## config.mk

```make
export PLATFORM = sky130hd
export DESIGN_NAME = memfill_bridge
export DESIGN_NICKNAME = d
export VERILOG_FILES = /design/src/rtl/memfill_pkg.sv /design/src/rtl/memfill_ctrl.sv /design/src/rtl/memfill_datapath.sv /design/src/rtl/memfill_bridge.sv
export SDC_FILE = /design/constraint.sdc
export NUM_CORES = 1
export LEC_CHECK = 0
export ABC_AREA = 1
export BUFFER_PORTS_ARGS = -buffer_cell sky130_fd_sc_hd__buf_2
export CORE_AREA = 5 5 165 167
export CTS_CLUSTER_SIZE = 40
export DETAILED_ROUTE_END_ITERATION = 6
export DIE_AREA = 0 0 170 172
export HOLD_SLACK_MARGIN = 0.02
export SLEW_MARGIN = 20
export SYNTH_ARGS = -nofsm -noshare
export SYNTH_HDL_FRONTEND = slang
export SYNTH_SLANG_ARGS = --single-unit
```

## constraint.sdc

```tcl
create_clock -name clk -period 5 [get_ports clk]
set_input_delay 1 -clock clk [delete_from_list [all_inputs] [get_ports clk]]
set_output_delay 1 -clock clk [all_outputs]
set_load 0.01 [all_outputs]
```

## src/rtl/memfill_pkg.sv

```systemverilog
`timescale 1ns/1ps
package memfill_pkg;
  // strobes from the fill sequencer to the channel muxing
  typedef struct packed {
    logic initMode;
    logic awValid;
    logic wValid;
    logic wLast;
  } fill_strobe_t;

  localparam int BEATS_PER_BURST = 16;
  localparam logic [1:0] BURST_INCR = 2'b01;
endpackage

```

## src/rtl/memfill_ctrl.sv

```systemverilog
`timescale 1ns/1ps
module memfill_ctrl
  import memfill_pkg::*;
#(
  parameter int ADDR_WIDTH = 32,
  parameter int DATA_WIDTH = 32,
  parameter int REGION_LOG2 = 12,
  parameter logic [ADDR_WIDTH-1:0] BASE_ADDR = '0
) (
  input  logic                  clk,
  input  logic                  rst_n,
  input  logic                  init_done_in,
  output logic                  init_done_out,
  input  logic                  m_awready,
  input  logic                  m_wready,
  input  logic                  m_bvalid,
  output fill_strobe_t          strobes,
  output logic [ADDR_WIDTH-1:0] genAwAddr
);
  localparam int BEAT_BYTES = DATA_WIDTH / 8;
  localparam int BEAT_W     = $clog2(BEATS_PER_BURST);
  localparam int BURST_LOG2 = $clog2(BEAT_BYTES) + BEAT_W;
  localparam int CNT_W      = REGION_LOG2 - BURST_LOG2 + 1;
  localparam logic [CNT_W-1:0] NUM_BURSTS = CNT_W'(1) << (CNT_W - 1);
  localparam logic [ADDR_WIDTH-1:0] ADDR_STEP = ADDR_WIDTH'(1) << BURST_LOG2;

  logic                  initMode;
  logic [CNT_W-1:0]      awCnt;     // bursts whose address was accepted
  logic [CNT_W-1:0]      wCnt;      // bursts whose data finished
  logic [CNT_W-1:0]      outstCnt;  // bursts awaiting a response
  logic [BEAT_W-1:0]     beatCnt;
  logic [ADDR_WIDTH-1:0] addrReg;
  logic                  doneQ;

  logic awValid, wValid, wLast, awHs, wHs, bHs, fillDone;

  always_comb begin
    awValid  = initMode && (awCnt != NUM_BURSTS);
    wValid   = initMode && (wCnt != awCnt);
    wLast    = &beatCnt;
    awHs     = awValid && m_awready;
    wHs      = wValid && m_wready;
    bHs      = initMode && m_bvalid && (outstCnt != '0);
    fillDone = (awCnt == NUM_BURSTS) && (wCnt == NUM_BURSTS) && (outstCnt == '0);
  end

  always_ff @(posedge clk) begin
    if (!rst_n) begin
      initMode <= 1'b1;
      awCnt    <= '0;
      wCnt     <= '0;
      outstCnt <= '0;
      beatCnt  <= '0;
      addrReg  <= BASE_ADDR;
      doneQ    <= 1'b0;
    end else begin
      if (awHs) begin
        awCnt   <= awCnt + 1'b1;
        addrReg <= addrReg + ADDR_STEP;
      end
      if (wHs) begin
        beatCnt <= beatCnt + 1'b1;
        if (wLast) wCnt <= wCnt + 1'b1;
      end
      case ({awHs, bHs})
        2'b10:   outstCnt <= outstCnt + 1'b1;
        2'b01:   outstCnt <= outstCnt - 1'b1;
        default: ;
      endcase
      if (initMode && fillDone) initMode <= 1'b0;
      doneQ <= !initMode && init_done_in;
    end
  end

  assign strobes       = '{initMode: initMode, awValid: awValid, wValid: wValid, wLast: wLast};
  assign genAwAddr     = addrReg;
  assign init_done_out = doneQ;
endmodule

```

## src/rtl/memfill_datapath.sv

```systemverilog
`timescale 1ns/1ps
module memfill_datapath
  import memfill_pkg::*;
#(
  parameter int ADDR_WIDTH = 32,
  parameter int DATA_WIDTH = 32,
  parameter int ID_WIDTH = 4,
  parameter int USER_WIDTH = 1,
  parameter logic [DATA_WIDTH-1:0] INIT_WORD = '0
) (
  input  fill_strobe_t            strobes,
  input  logic [ADDR_WIDTH-1:0]   genAwAddr,
  input  logic [ID_WIDTH-1:0]     s_awid,
  input  logic [ADDR_WIDTH-1:0]   s_awaddr,
  input  logic [7:0]              s_awlen,
  input  logic [2:0]              s_awsize,
  input  logic [1:0]              s_awburst,
  input  logic                    s_awlock,
  input  logic [3:0]              s_awcache,
  input  logic [2:0]              s_awprot,
  input  logic [3:0]              s_awqos,
  input  logic [USER_WIDTH-1:0]   s_awuser,
  input  logic                    s_awvalid,
  output logic                    s_awready,
  input  logic [DATA_WIDTH-1:0]   s_wdata,
  input  logic [DATA_WIDTH/8-1:0] s_wstrb,
  input  logic                    s_wlast,
  input  logic [USER_WIDTH-1:0]   s_wuser,
  input  logic                    s_wvalid,
  output logic                    s_wready,
  output logic [ID_WIDTH-1:0]     s_bid,
  output logic [1:0]              s_bresp,
  output logic                    s_bvalid,
  input  logic                    s_bready,
  input  logic [ID_WIDTH-1:0]     s_arid,
  input  logic [ADDR_WIDTH-1:0]   s_araddr,
  input  logic [7:0]              s_arlen,
  input  logic [2:0]              s_arsize,
  input  logic [1:0]              s_arburst,
  input  logic                    s_arlock,
  input  logic [3:0]              s_arcache,
  input  logic [2:0]              s_arprot,
  input  logic [3:0]              s_arqos,
  input  logic                    s_arvalid,
  output logic                    s_arready,
  output logic [ID_WIDTH-1:0]     s_rid,
  output logic [DATA_WIDTH-1:0]   s_rdata,
  output logic [1:0]              s_rresp,
  output logic                    s_rlast,
  output logic                    s_rvalid,
  input  logic                    s_rready,
  output logic [ID_WIDTH-1:0]     m_awid,
  output logic [ADDR_WIDTH-1:0]   m_awaddr,
  output logic [7:0]              m_awlen,
  output logic [2:0]              m_awsize,
  output logic [1:0]              m_awburst,
  output logic                    m_awlock,
  output logic [3:0]              m_awcache,
  output logic [2:0]              m_awprot,
  output logic [3:0]              m_awqos,
  output logic [USER_WIDTH-1:0]   m_awuser,
  output logic                    m_awvalid,
  input  logic                    m_awready,
  output logic [DATA_WIDTH-1:0]   m_wdata,
  output logic [DATA_WIDTH/8-1:0] m_wstrb,
  output logic                    m_wlast,
  output logic [USER_WIDTH-1:0]   m_wuser,
  output logic                    m_wvalid,
  input  logic                    m_wready,
  input  logic [ID_WIDTH-1:0]     m_bid,
  input  logic [1:0]              m_bresp,
  input  logic                    m_bvalid,
  output logic                    m_bready,
  output logic [ID_WIDTH-1:0]     m_arid,
  output logic [ADDR_WIDTH-1:0]   m_araddr,
  output logic [7:0]              m_arlen,
  output logic [2:0]              m_arsize,
  output logic [1:0]              m_arburst,
  output logic                    m_arlock,
  output logic [3:0]              m_arcache,
  output logic [2:0]              m_arprot,
  output logic [3:0]              m_arqos,
  output logic                    m_arvalid,
  input  logic                    m_arready,
  input  logic [ID_WIDTH-1:0]     m_rid,
  input  logic [DATA_WIDTH-1:0]   m_rdata,
  input  logic [1:0]              m_rresp,
  input  logic                    m_rlast,
  input  logic                    m_rvalid,
  output logic                    m_rready
);
  localparam logic [2:0] SIZE_CODE = 3'($clog2(DATA_WIDTH / 8));
  localparam logic [7:0] LEN_CODE  = 8'(BEATS_PER_BURST - 1);

  logic fill;
  assign fill = strobes.initMode;

  // write address: generated header in fill mode, upstream otherwise
  always_comb begin
    if (fill) begin
      m_awid    = '0;
      m_awaddr  = genAwAddr;
      m_awlen   = LEN_CODE;
      m_awsize  = SIZE_CODE;
      m_awburst = BURST_INCR;
      m_awlock  = 1'b0;
      m_awcache = '0;
      m_awprot  = '0;
      m_awqos   = '0;
      m_awuser  = '0;
      m_awvalid = strobes.awValid;
    end else begin
      m_awid    = s_awid;
      m_awaddr  = s_awaddr;
      m_awlen   = s_awlen;
      m_awsize  = s_awsize;
      m_awburst = s_awburst;
      m_awlock  = s_awlock;
      m_awcache = s_awcache;
      m_awprot  = s_awprot;
      m_awqos   = s_awqos;
      m_awuser  = s_awuser;
      m_awvalid = s_awvalid;
    end
  end
  assign s_awready = !fill && m_awready;

  // write data
  always_comb begin
    if (fill) begin
      m_wdata  = INIT_WORD;
      m_wstrb  = '1;
      m_wlast  = strobes.wLast;
      m_wuser  = '0;
      m_wvalid = strobes.wValid;
    end else begin
      m_wdata  = s_wdata;
      m_wstrb  = s_wstrb;
      m_wlast  = s_wlast;
      m_wuser  = s_wuser;
      m_wvalid = s_wvalid;
    end
  end
  assign s_wready = !fill && m_wready;

  // write response: swallowed while filling
  assign s_bid    = m_bid;
  assign s_bresp  = m_bresp;
  assign s_bvalid = !fill && m_bvalid;
  assign m_bready = fill || s_bready;

  // read address and data: fields always wired, handshakes gated
  assign m_arid    = s_arid;
  assign m_araddr  = s_araddr;
  assign m_arlen   = s_arlen;
  assign m_arsize  = s_arsize;
  assign m_arburst = s_arburst;
  assign m_arlock  = s_arlock;
  assign m_arcache = s_arcache;
  assign m_arprot  = s_arprot;
  assign m_arqos   = s_arqos;
  assign m_arvalid = !fill && s_arvalid;
  assign s_arready = !fill && m_arready;

  assign s_rid    = m_rid;
  assign s_rdata  = m_rdata;
  assign s_rresp  = m_rresp;
  assign s_rlast  = m_rlast;
  assign s_rvalid = !fill && m_rvalid;
  assign m_rready = !fill && s_rready;
endmodule

```

## src/rtl/memfill_bridge.sv

```systemverilog
`timescale 1ns/1ps
module memfill_bridge
  import memfill_pkg::*;
#(
  parameter int ADDR_WIDTH = 32,
  parameter int DATA_WIDTH = 32,
  parameter int ID_WIDTH = 4,
  parameter int USER_WIDTH = 1,
  parameter int REGION_LOG2 = 12,
  parameter logic [ADDR_WIDTH-1:0] BASE_ADDR = '0,
  parameter logic [DATA_WIDTH-1:0] INIT_WORD = '0
) (
  input  logic                    clk,
  input  logic                    rst_n,
  input  logic                    init_done_in,
  output logic                    init_done_out,
  input  logic [ID_WIDTH-1:0]     s_awid,
  input  logic [ADDR_WIDTH-1:0]   s_awaddr,
  input  logic [7:0]              s_awlen,
  input  logic [2:0]              s_awsize,
  input  logic [1:0]              s_awburst,
  input  logic                    s_awlock,
  input  logic [3:0]              s_awcache,
  input  logic [2:0]              s_awprot,
  input  logic [3:0]              s_awqos,
  input  logic [USER_WIDTH-1:0]   s_awuser,
  input  logic                    s_awvalid,
  output logic                    s_awready,
  input  logic [DATA_WIDTH-1:0]   s_wdata,
  input  logic [DATA_WIDTH/8-1:0] s_wstrb,
  input  logic                    s_wlast,
  input  logic [USER_WIDTH-1:0]   s_wuser,
  input  logic                    s_wvalid,
  output logic                    s_wready,
  output logic [ID_WIDTH-1:0]     s_bid,
  output logic [1:0]              s_bresp,
  output logic                    s_bvalid,
  input  logic                    s_bready,
  input  logic [ID_WIDTH-1:0]     s_arid,
  input  logic [ADDR_WIDTH-1:0]   s_araddr,
  input  logic [7:0]              s_arlen,
  input  logic [2:0]              s_arsize,
  input  logic [1:0]              s_arburst,
  input  logic                    s_arlock,
  input  logic [3:0]              s_arcache,
  input  logic [2:0]              s_arprot,
  input  logic [3:0]              s_arqos,
  input  logic                    s_arvalid,
  output logic                    s_arready,
  output logic [ID_WIDTH-1:0]     s_rid,
  output logic [DATA_WIDTH-1:0]   s_rdata,
  output logic [1:0]              s_rresp,
  output logic                    s_rlast,
  output logic                    s_rvalid,
  input  logic                    s_rready,
  output logic [ID_WIDTH-1:0]     m_awid,
  output logic [ADDR_WIDTH-1:0]   m_awaddr,
  output logic [7:0]              m_awlen,
  output logic [2:0]              m_awsize,
  output logic [1:0]              m_awburst,
  output logic                    m_awlock,
  output logic [3:0]              m_awcache,
  output logic [2:0]              m_awprot,
  output logic [3:0]              m_awqos,
  output logic [USER_WIDTH-1:0]   m_awuser,
  output logic                    m_awvalid,
  input  logic                    m_awready,
  output logic [DATA_WIDTH-1:0]   m_wdata,
  output logic [DATA_WIDTH/8-1:0] m_wstrb,
  output logic                    m_wlast,
  output logic [USER_WIDTH-1:0]   m_wuser,
  output logic                    m_wvalid,
  input  logic                    m_wready,
  input  logic [ID_WIDTH-1:0]     m_bid,
  input  logic [1:0]              m_bresp,
  input  logic                    m_bvalid,
  output logic                    m_bready,
  output logic [ID_WIDTH-1:0]     m_arid,
  output logic [ADDR_WIDTH-1:0]   m_araddr,
  output logic [7:0]              m_arlen,
  output logic [2:0]              m_arsize,
  output logic [1:0]              m_arburst,
  output logic                    m_arlock,
  output logic [3:0]              m_arcache,
  output logic [2:0]              m_arprot,
  output logic [3:0]              m_arqos,
  output logic                    m_arvalid,
  input  logic                    m_arready,
  input  logic [ID_WIDTH-1:0]     m_rid,
  input  logic [DATA_WIDTH-1:0]   m_rdata,
  input  logic [1:0]              m_rresp,
  input  logic                    m_rlast,
  input  logic                    m_rvalid,
  output logic                    m_rready
);
  fill_strobe_t          strobes;
  logic [ADDR_WIDTH-1:0] genAwAddr;
  logic                  initMode;

  assign initMode = strobes.initMode;

  memfill_ctrl #(
    .ADDR_WIDTH (ADDR_WIDTH),
    .DATA_WIDTH (DATA_WIDTH),
    .REGION_LOG2(REGION_LOG2),
    .BASE_ADDR  (BASE_ADDR)
  ) u_ctrl (.*);

  memfill_datapath #(
    .ADDR_WIDTH(ADDR_WIDTH),
    .DATA_WIDTH(DATA_WIDTH),
    .ID_WIDTH  (ID_WIDTH),
    .USER_WIDTH(USER_WIDTH),
    .INIT_WORD (INIT_WORD)
  ) u_dp (.*);
endmodule

```

==> results of run 1 <==
[synth_stat cells (2+ instances only)]
cell type | number | area (µm²)
nor3_2 | 4 | 40.0
clkbuf_1 | 16 | 60.1
buf_4 | 107 | 803
ha_1 | 9 | 113
buf_6 | 2 | 22.5
nand2_2 | 3 | 18.8
or2_2 | 11 | 68.8
nand3_1 | 33 | 165
buf_2 | 5 | 25.0
nand4_1 | 9 | 56.3
dfxtp_1 | 53 | 1060
a21oi_1 | 37 | 185
xnor2_1 | 4 | 35.0
nor3_1 | 20 | 100
o21ai_0 | 47 | 235
nor3b_1 | 2 | 15.0
o21ai_1 | 2 | 10.0
nor2_4 | 4 | 45.0
buf_1 | 3 | 11.3
clkinv_1 | 2 | 7.51
nor2_2 | 2 | 12.5
nor4_1 | 5 | 31.3
inv_1 | 140 | 526
nor2_1 | 114 | 428
xor2_1 | 6 | 52.6
nand2_1 | 153 | 574
[cell type report]
class,count,area [µm²],share of cell area [%]
Inverter,143,537,9.44
Clock buffer,7,143,2.51
Sequential cell,53,1060,18.7
Multi-Input combinational cell,478,2350,41.4
Tap cell,335,419,7.37
Timing Repair Buffer,226,1140,20.0
Clock inverter,1,30.0,0.528
[worst max-delay path, cell delays in order (launching register included)]
cell and delay, ps:
dfxtp_4 420, buf_4 660, nor2_1 170, buf_2 190
[report_power, final]
part / leakage [µW] / internal (µW) / switching [µW]
combinational: 0.00248 / 118 / 168
clock: 0.0000841 / 251 / 157
sequential: 0.000430 / 451 / 30.5
total: 0.00299 / 819 / 356
[final timing paths]
kind	start	to	slack, ps	cells past startpoint
min	u_ctrl.beatCnt[1]	u_ctrl.beatCnt[1]	470	2
min reg2reg	u_ctrl.beatCnt[1]	u_ctrl.beatCnt[1]	470	2
max reg2reg	u_ctrl.awCnt[0]	u_ctrl.outstCnt[6]	2250	16
max	u_ctrl.initMode	m_awprot[1]	2180	3
[cell families after synthesis]
family / synth area share, %
compound gates: 9.63
buf+inv: 29.9
simple gates: 34.2
xor+xnor: 2.13
fa+ha+maj: 2.31
flops: 21.8
[per-layer routing]
layer  up-vias  GRT usage (%)  wire length (µm)
met5         -              0                 0
met4         0           2.71               262
li1       2563              -                 -
met2       135           15.3              7220
met1      2169           13.4              7190
met3        34           1.53               789
[flip-flops by register name, summed over array words and instances (netlist names)]
register	flops
u_ctrl.init_done_out	1
u_ctrl.outstCnt	7
u_ctrl.initMode	1
u_ctrl.beatCnt	4
u_ctrl.awCnt	7
u_ctrl.genAwAddr	26
u_ctrl.wCnt	7
[stage by stage]
stage               total power, µW  hold WS, ps  utilization (%)  instances
floorplan                       768          441                -        807
global placement                766          461             21.5       1235
detailed placement              773          466             21.5       1235
CTS                            1180          477             22.2       1243
global route                   1250          495             22.2       1243
finish                         1180          470             22.2       1243
==> results.cfg, run 1 <==
[synth]
synth_edf_count = 0
synth_ff_type = dfxtp_1
synth.cell_area_mm2 = 0.00487
synth_nets = 1035
ys_async_sr_fraction_pct = 0
synth-seq-cells = 53
avgSynthCellArea_um2 = 6.04
yosysSeqAreaShare_pct = 21.8
synth.distinct_cells = 40
synth_warnings = 0
syn_inst = 807

[drt]
drtPass1Iterations = 5
vias = 4901
wire_per_inst_um = 12.4
drt_iter0_drc = 274
postRouteWirelength_um = 15500
drc = 0
vias_per_cell = 3.94
ant_nets = 0

[global_route]
antenna_found_initial = 0
first_global_vias = 4494
grt_max_degree = 87
grt_use_total_pct = 9.56
grt_pass1_wl_um = 22900
grt.overflow.total = 0

[timing]
setup_slack_ps = 2180
fin_crit_sh_pct = 56.4
relSlewSlack_pct = 41.6
rsz0062_at_grt = false
worstMarginPinSlew_ps = 876
finalSetupViolCount = 0
fin_crit_ps = 2820
finalHoldViolCount = 0
slew_viol_final = 0
timing.fmax_mhz = 354
clock_skew_ps = 8.46
setup_tns_ps = 0

[power_and_ir_drop]
power-per-cell-area_mw_per_mm2 = 207
p_leak_uw = 0.00299
ir_drop_mv = 0.163

[clocking]
hold_buffers = 0
cts_setup_buffers = 0
ctsResizeCount = 0
path_clk_slew_ps = 70
cts_root_buf = clkbuf_16
clock_sinks = 53
cts_max_path_buffers = 2
cts_tree = done
cts_buffers = 5
cts_max_level = 2
clk_latency_ps = 290

[placed_design]
dp_hpwl_um = 12400
gp_congestion = 0.836
dpl_worst_slack_ps = 1940
post_dp_cell_area_mm2 = 0.00551
io_buffers = 223

[layout]
fin_area_mm2 = 0.00569
syn_to_final_growth_pct = 16.7
layout_common_cells = buf_2 (223), nand2_1 (153), inv_1 (140), nor2_1 (114), dfxtp_1 (52)
final_common_cell = buf_2
nets = 1135
n_antenna_cell = 0
nFillCells = 2900
drive_gt1_share_pct = 29.5

[floorplan]
die_h_um = 172
initial_core_util_pct = 19.0
die_area_mm2 = 0.0292
die_x_um = 170
num_rows = 59
core_mm2 = 0.0256
io_pins = 436

[hold_path]
min_path_type = flop to flop

[critical_path]
startpoint_type = flop
endpoint_kind = output pin
crit_type = flop to output pin
crit_arrival_ps = 1820
cp_max_fo = 86
cp.required_ps = 4000

[status]
status = finished, final reports clean

[job]
cap_violations = 0
No activity file was read; power rests on OpenSTA's default activity.
==> run 2: changes to the inputs <==
--- a/config.mk
+++ b/config.mk
@@ -5,12 +5,12 @@
 export SDC_FILE = /design/constraint.sdc
 export NUM_CORES = 1
 export LEC_CHECK = 0
-export ABC_AREA = 1
+export ABC_AREA = 0
 export BUFFER_PORTS_ARGS = -buffer_cell sky130_fd_sc_hd__buf_2
-export CORE_AREA = 5 5 165 167
+export CORE_AREA = 5 5 167 169
 export CTS_CLUSTER_SIZE = 40
 export DETAILED_ROUTE_END_ITERATION = 6
-export DIE_AREA = 0 0 170 172
+export DIE_AREA = 0 0 172 174
 export HOLD_SLACK_MARGIN = 0.02
 export SLEW_MARGIN = 20
 export SYNTH_ARGS = -nofsm -noshare
==> constraint.sdc (replaced) <==
create_clock -name clk -period 2.4 [get_ports clk]
set_input_delay 0.48 -clock clk [delete_from_list [all_inputs] [get_ports clk]]
set_output_delay 0.48 -clock clk [all_outputs]
set_load 0.01 [all_outputs]
==> run 2 against run 1 <==
- the flow now finishes with violations (setup timing)
- via count shrank 16%
- clock skew shrank 2.9 ps
- worst setup slack lost 2400 ps
- power grew 130%
- critical path depth grew 10
- global-route usage shrank 1.2 points
- clock power grew 86%
- cell count shrank 17%
- critical path type is now flop to flop
- largest cell class unchanged
- largest power group unchanged
==> results.cfg, run 2 <==
[status]
status = finished, violations left
violations = setup timing

[critical_path]
cp.required_ps = 2620
worstSetupStartpoint = u_ctrl.awCnt[0]
timing.reg2reg.setup_slack_ps = -260
endpoint_kind = flop
crit_type = flop to flop
startpoint_type = flop
cp_max_fo = 3
r2r-start = u_ctrl.awCnt[0]
crit_arrival_ps = 2880

[layout]
largest_reg_flops = 26
nFillCells = 2935
n_antenna_cell = 0
layout_common_cells = buf_2 (223), nor2b_1 (71), dfxtp_1 (50), nor2_1 (47), buf_4 (34)
final_cell_count_no_fill = 1036
multi_input_comb_area_mm2 = 0.00263
syn_to_final_growth_pct = 24.8
nets = 922
drive_gt1_share_pct = 49.2
final_common_cell = buf_2
regArea_mm2 = 0.00107

[placed_design]
gp_congestion = 0.761
io_buffers = 223
dp_hpwl_um = 10900
dp.cells = 1024

[clocking]
cts_tree = done
cts_max_path_buffers = 2
cts_buffers = 5
cts_root_buf = clkbuf_16
cts_max_level = 2
hold_buffers = 0
path_clk_slew_ps = 70
clock_sinks = 53
clk_latency_ps = 290

[drt]
vias_per_cell = 3.98
postRouteWirelength_um = 13500
drtPass1Iterations = 4
ant_nets = 0
drt_iter0_drc = 185
wire_per_inst_um = 13.1
drc = 0
vias = 4123

[timing]
setup_slack_ps = -260
finalHoldViolCount = 0
relSlewSlack_pct = 63.3
worstMarginPinSlew_ps = 537
clock_skew_ps = 5.52
timing.fmax_mhz = 376
setup_tns_ps = -389
finalSetupViolCount = 2
fin_crit_sh_pct = 111
slew_viol_final = 0
rsz0062_at_grt = true
fin_crit_ps = 2660

[power_and_ir_drop]
seqPwrFrac_pct = 36.4
power-per-cell-area_mw_per_mm2 = 463
ir_drop_mv = 0.343
switchingPower_uw = 809
power_uw = 2650
power_frac_comb_pct = 34.9
pwr-share-clk_pct = 28.7
internal_power_uw = 1840
switching_share_pct = 30.5
p_leak_uw = 0.00265

[hold_path]
hp-start = init_done_in
min_path_type = primary input to flop

[synth]
synth.distinct_cells = 51
synth-simple-area-share_pct = 31.4
yosysSeqAreaShare_pct = 23.1
synth.largest_area_cell = dfxtp_1
synthAdderAreaFrac_pct = 2.46
synth_area_leaders = dfxtp_1 (23%), buf_4 (18%), nor2b_1 (9.7%), mux2_2 (6.4%), xnor2_1 (4.4%)
synth_ff_type = dfxtp_1
synth_common_cells = buf_4 (108), nor2b_1 (71), dfxtp_1 (53)
synth_xor_area_share_pct = 8.79
synth_most_common_cell = buf_4
muxShareOfSynthArea_pct = 8.13
syn_inst = 563
avgSynthCellArea_um2 = 8.15
synth_warnings = 0
synth.cell_area_mm2 = 0.00459
synth_edf_count = 0
synth_top_area_share_pct = 23.1
synth_top_family_by_area = simple AND/OR/NAND/NOR gates
synth_compound_area_share_pct = 4.72
synth-seq-cells = 53
synth_nets = 791
ys_async_sr_fraction_pct = 0

[floorplan]
io_pins = 436
die_x_um = 172
initial_core_util_pct = 17.4
die_area_mm2 = 0.0299
core_mm2 = 0.0264
num_rows = 60
die_h_um = 174

[global_route]
grt_use_total_pct = 8.33
grt_max_degree = 117
first_global_vias = 4114
grt_pass1_wl_um = 20400
grt.overflow.total = 0
antenna_found_initial = 0

[job]
cap_violations = 0
run 2: cell types whose count changed in the layout (fill, tap and decap cells not counted), sizes merged, moves of 26 or more:
cell / before / now
inv: 141 / 12
nor2: 120 / 47
mux2: 0 / 26
buf: 226 / 259
nand2: 157 / 28
nor2b: 0 / 71
o21ai: 50 / 8
run 2: final cells by class:
cell class	count	area share, %
sequential	53	18.7
timing repair buffer	259	24.5
clock inverter	2	0.306
clock buffer	6	2.43
tap	341	7.45
inverter	11	0.721
multi-input combinational	364	45.9
run 2: path summary, 6_finish.rpt:
check / endpoint / depth (start not counted)
worst max-delay path: u_ctrl.outstCnt[6] / 13
worst min-delay path: u_ctrl.init_done_out / 2
worst max register to register: u_ctrl.outstCnt[6] / 13
worst min register to register: u_ctrl.outstCnt[6] / 2
run 2: power groups by stage:
stage,clock network [µW],logic [µW],registers (µW)
after floorplan,0,714,989
after global placement,0,840,985
after detailed placement,0,858,985
after CTS,791,877,965
after global routing,814,1010,974
final,760,925,964
run 2: cells by family (layout without fill, tap and decap cells):
family	Yosys count	after routing
and+or+nand+nor	242	242
buffers and inverters	146	278
DFF	53	53
xor gates and xnor gates	46	46
muxes	34	34
AOI/OAI and AO/OA	33	33
adders and majority gates	9	9
run 2: timing repair:
item                                   CTS  global route
setup endpoints to repair                2             5
endpoints found under the hold margin    0             0
gates resized for setup                  3             7
setup buffers                            1             3
cloned                                   0             0
pin swaps                                3             3
run 2: critical path, cell delays in order, from the launching register on:
cell,delay (ps)
dfxtp_4,350
inv_2,40
ha_4,150
and2_4,150
a21boi_2,160
inv_2,70
ha_4,160
xor2_1,140
ha_2,200
o22ai_1,240
nor4_4,70
or4b_1,490
a31oi_2,180
mux2i_1,200
run 2: metrics by stage:
step	instance area, µm²	utilization [%]	setup WS (ps)	hold slack, ps
after floorplan	4660	-	-311	442
after global placement	5480	20.8	-309	457
after detailed placement	5480	20.8	-352	465
after CTS	5670	21.4	-217	426
after global routing	5720	21.7	-404	439
final	5720	21.7	-260	416
run 2: per-layer routing:
| layer | GRT usage, % | up-vias | routed length [µm] |
|---|---|---|---|
| li1 | - | 2021 | - |
| met1 | 8.70 | 1837 | 4930 |
| met2 | 14.7 | 214 | 6560 |
| met3 | 2.82 | 51 | 1350 |
| met4 | 4.23 | 0 | 701 |
| met5 | 0 | - | 0 |
==> run 3: changes to the inputs <==
--- a/config.mk
+++ b/config.mk
@@ -6,11 +6,12 @@
 export NUM_CORES = 1
 export LEC_CHECK = 0
 export ABC_AREA = 0
-export BUFFER_PORTS_ARGS = -buffer_cell sky130_fd_sc_hd__buf_2
-export CORE_AREA = 5 5 167 169
+export CORE_AREA = 5 5 165 167
 export CTS_CLUSTER_SIZE = 40
 export DETAILED_ROUTE_END_ITERATION = 6
-export DIE_AREA = 0 0 172 174
+export DIE_AREA = 0 0 170 172
+export DONT_BUFFER_PORTS = 1
+export GPL_TIMING_DRIVEN = 0
 export HOLD_SLACK_MARGIN = 0.02
 export SLEW_MARGIN = 20
 export SYNTH_ARGS = -nofsm -noshare
==> run 3 against run 2 <==
- the flow still finishes with violations (setup timing)
- cell count is 11% lower
- power rose by 8.0%
- register-to-register slack worse by 130 ps
- flip-flop and latch count unchanged
- via count down 6.8%
- sequential share of layout area grew 0.87 points
- first-iteration DRC count is 16% lower
- cell area down 3.9%
- combinational power up 9%
- fmax is 4.7% lower
- clock power up 11%
- critical path type unchanged
==> results.cfg, run 3 (synthesized netlist as in run 2, its figures left out) <==
[global_route]
grt.overflow.total = 0
antenna_found_initial = 0
grt_use_total_pct = 9.21
grt_max_degree = 19
grt_pass1_wl_um = 20700
first_global_vias = 3500

[power_and_ir_drop]
internal_power_uw = 1950
power_uw = 2860
seqPwrFrac_pct = 35.1
ir_drop_mv = 0.221
switching_share_pct = 31.8
pwr-share-clk_pct = 29.6
power_frac_comb_pct = 35.3
switchingPower_uw = 909
power-per-cell-area_mw_per_mm2 = 520
p_leak_uw = 0.00216

[drt]
vias = 3842
ant_nets = 0
wire_per_inst_um = 17.4
postRouteWirelength_um = 16100
drt_iter0_drc = 155
vias_per_cell = 4.16
drtPass1Iterations = 4
drc = 0

[layout]
n_antenna_cell = 0
nets = 815
layout_common_cells = buf_4 (127), nor2b_1 (71), dfxtp_1 (47), nor2_1 (46), nand2_1 (27)
syn_to_final_growth_pct = 20.0
largest_reg_flops = 26
drive_gt1_share_pct = 38.6
regArea_mm2 = 0.00108
final_common_cell = buf_4
nFillCells = 2793
multi_input_comb_area_mm2 = 0.00268

[hold_path]
min_to = u_ctrl.init_done_out
min_path_type = primary input to flop
hold_depth = 1
hp-start = init_done_in

[clocking]
clk_latency_ps = 300
clock_sinks = 53
cts_buffers = 5
cts_max_level = 2
hold_buffers = 0
cts_max_path_buffers = 2
cts_tree = done
cts_root_buf = clkbuf_16
path_clk_slew_ps = 70

[timing]
relSlewSlack_pct = 54.2
slew_viol_final = 0
finalSetupViolCount = 5
setup_slack_ps = -393
worstMarginPinSlew_ps = 683
timing.fmax_mhz = 358
finalHoldViolCount = 0
setup_tns_ps = -882
fin_crit_ps = 2790
fin_crit_sh_pct = 116
rsz0062_at_grt = true
clock_skew_ps = 4.18

[placed_design]
gp_congestion = 0.789
dp_hpwl_um = 13200
io_buffers = 0

[critical_path]
endpoint_kind = flop
crit_chain = inv_2 -> ha_4 -> and2_4 -> a21boi_4 -> inv_2 -> ha_4 -> buf_6 -> xor2_2 -> ha_2 -> buf_4 -> nor4_4 -> nor4_4 -> or4b_1 -> a31oi_2 -> mux2i_1
startpoint_type = flop
timing.reg2reg.setup_slack_ps = -390
cp_max_fo = 2
critPathSlowestCell = or4b_1
timing.rr.end = u_ctrl.outstCnt[6]
critPathMaxStageDelay_ps = 490
cp.required_ps = 2630
r2r-start = u_ctrl.awCnt[1]
crit_arrival_ps = 3020
critical_path.top_delay_family = simple AND/OR/NAND/NOR gates
crit_type = flop to flop
path_buf_inv = 4
reg2reg_depth = 15

[status]
violations = setup timing
status = finished, violations left

[job]
cap_violations = 0

[floorplan]
die_area_mm2 = 0.0292
die_h_um = 172
initial_core_util_pct = 17.9
die_x_um = 170
core_mm2 = 0.0256
io_pins = 436
num_rows = 59
[run 3: power groups by stage]
stage | sequential, µW | combinational [µW] | clock [µW]
floorplan | 989 | 714 | 0
global placement | 999 | 818 | 0
detailed placement | 1000 | 831 | 0
CTS | 998 | 963 | 865
global route | 1010 | 1100 | 903
finish | 1000 | 1010 | 846
[run 3: routing by layer]
| layer | GRT usage (%) | wire, µm | up-vias |
|---|---|---|---|
| li1 | - | - | 1803 |
| met1 | 11.3 | 6150 | 1796 |
| met2 | 16.9 | 8550 | 236 |
| met3 | 2.15 | 1310 | 7 |
| met4 | 1.25 | 74 | 0 |
| met5 | 0 | 0 | - |
[run 3: final cells by class]
| cell class | instances | area share [%] |
|---|---|---|
| Buffer | 132 | 17.6 |
| Clock buffer | 6 | 2.34 |
| Clock inverter | 2 | 0.705 |
| Inverter | 11 | 0.750 |
| Multi-Input combinational cell | 364 | 48.7 |
| Sequential cell | 53 | 19.6 |
| Tap cell | 335 | 7.62 |
| Timing Repair Buffer | 20 | 2.73 |
[run 3: worst max-delay path by stage]
stage                     from                  to  slack (ps)  depth (start not counted)
2_1_floorplan  u_ctrl.awCnt[0]  u_ctrl.outstCnt[6]        -310                         14
3_3_place_gp   u_ctrl.initMode  u_ctrl.outstCnt[4]        -630                         14
3_5_place_dp   u_ctrl.initMode  u_ctrl.outstCnt[4]        -630                         14
4_1_cts        u_ctrl.awCnt[0]  u_ctrl.outstCnt[6]        -510                         14
5_1_grt        u_ctrl.awCnt[1]  u_ctrl.outstCnt[6]        -460                         15
6_report       u_ctrl.awCnt[1]  u_ctrl.outstCnt[6]        -390                         15
[run 3: timing repair]
| action | CTS | global route |
|---|---|---|
| buffers inserted | 14 | 6 |
| cloned | 0 | 0 |
| setup endpoints to repair | 6 | 15 |
| gates resized for setup | 19 | 10 |
| pin swaps | 9 | 6 |
[run 3: per-stage QoR]
stage          hold WS (ps)  util [%]  instances  setup slack, ps  area, µm²
3_5_place_dp            465      19.8        898             -633       5070
5_1_grt                 306      21.5        923             -464       5500
6_report                298      21.5        923             -393       5500
3_3_place_gp            459      19.8        898             -631       5070
4_1_cts                 295      21.2        918             -508       5420
2_1_floorplan           442         -        563             -311       4660
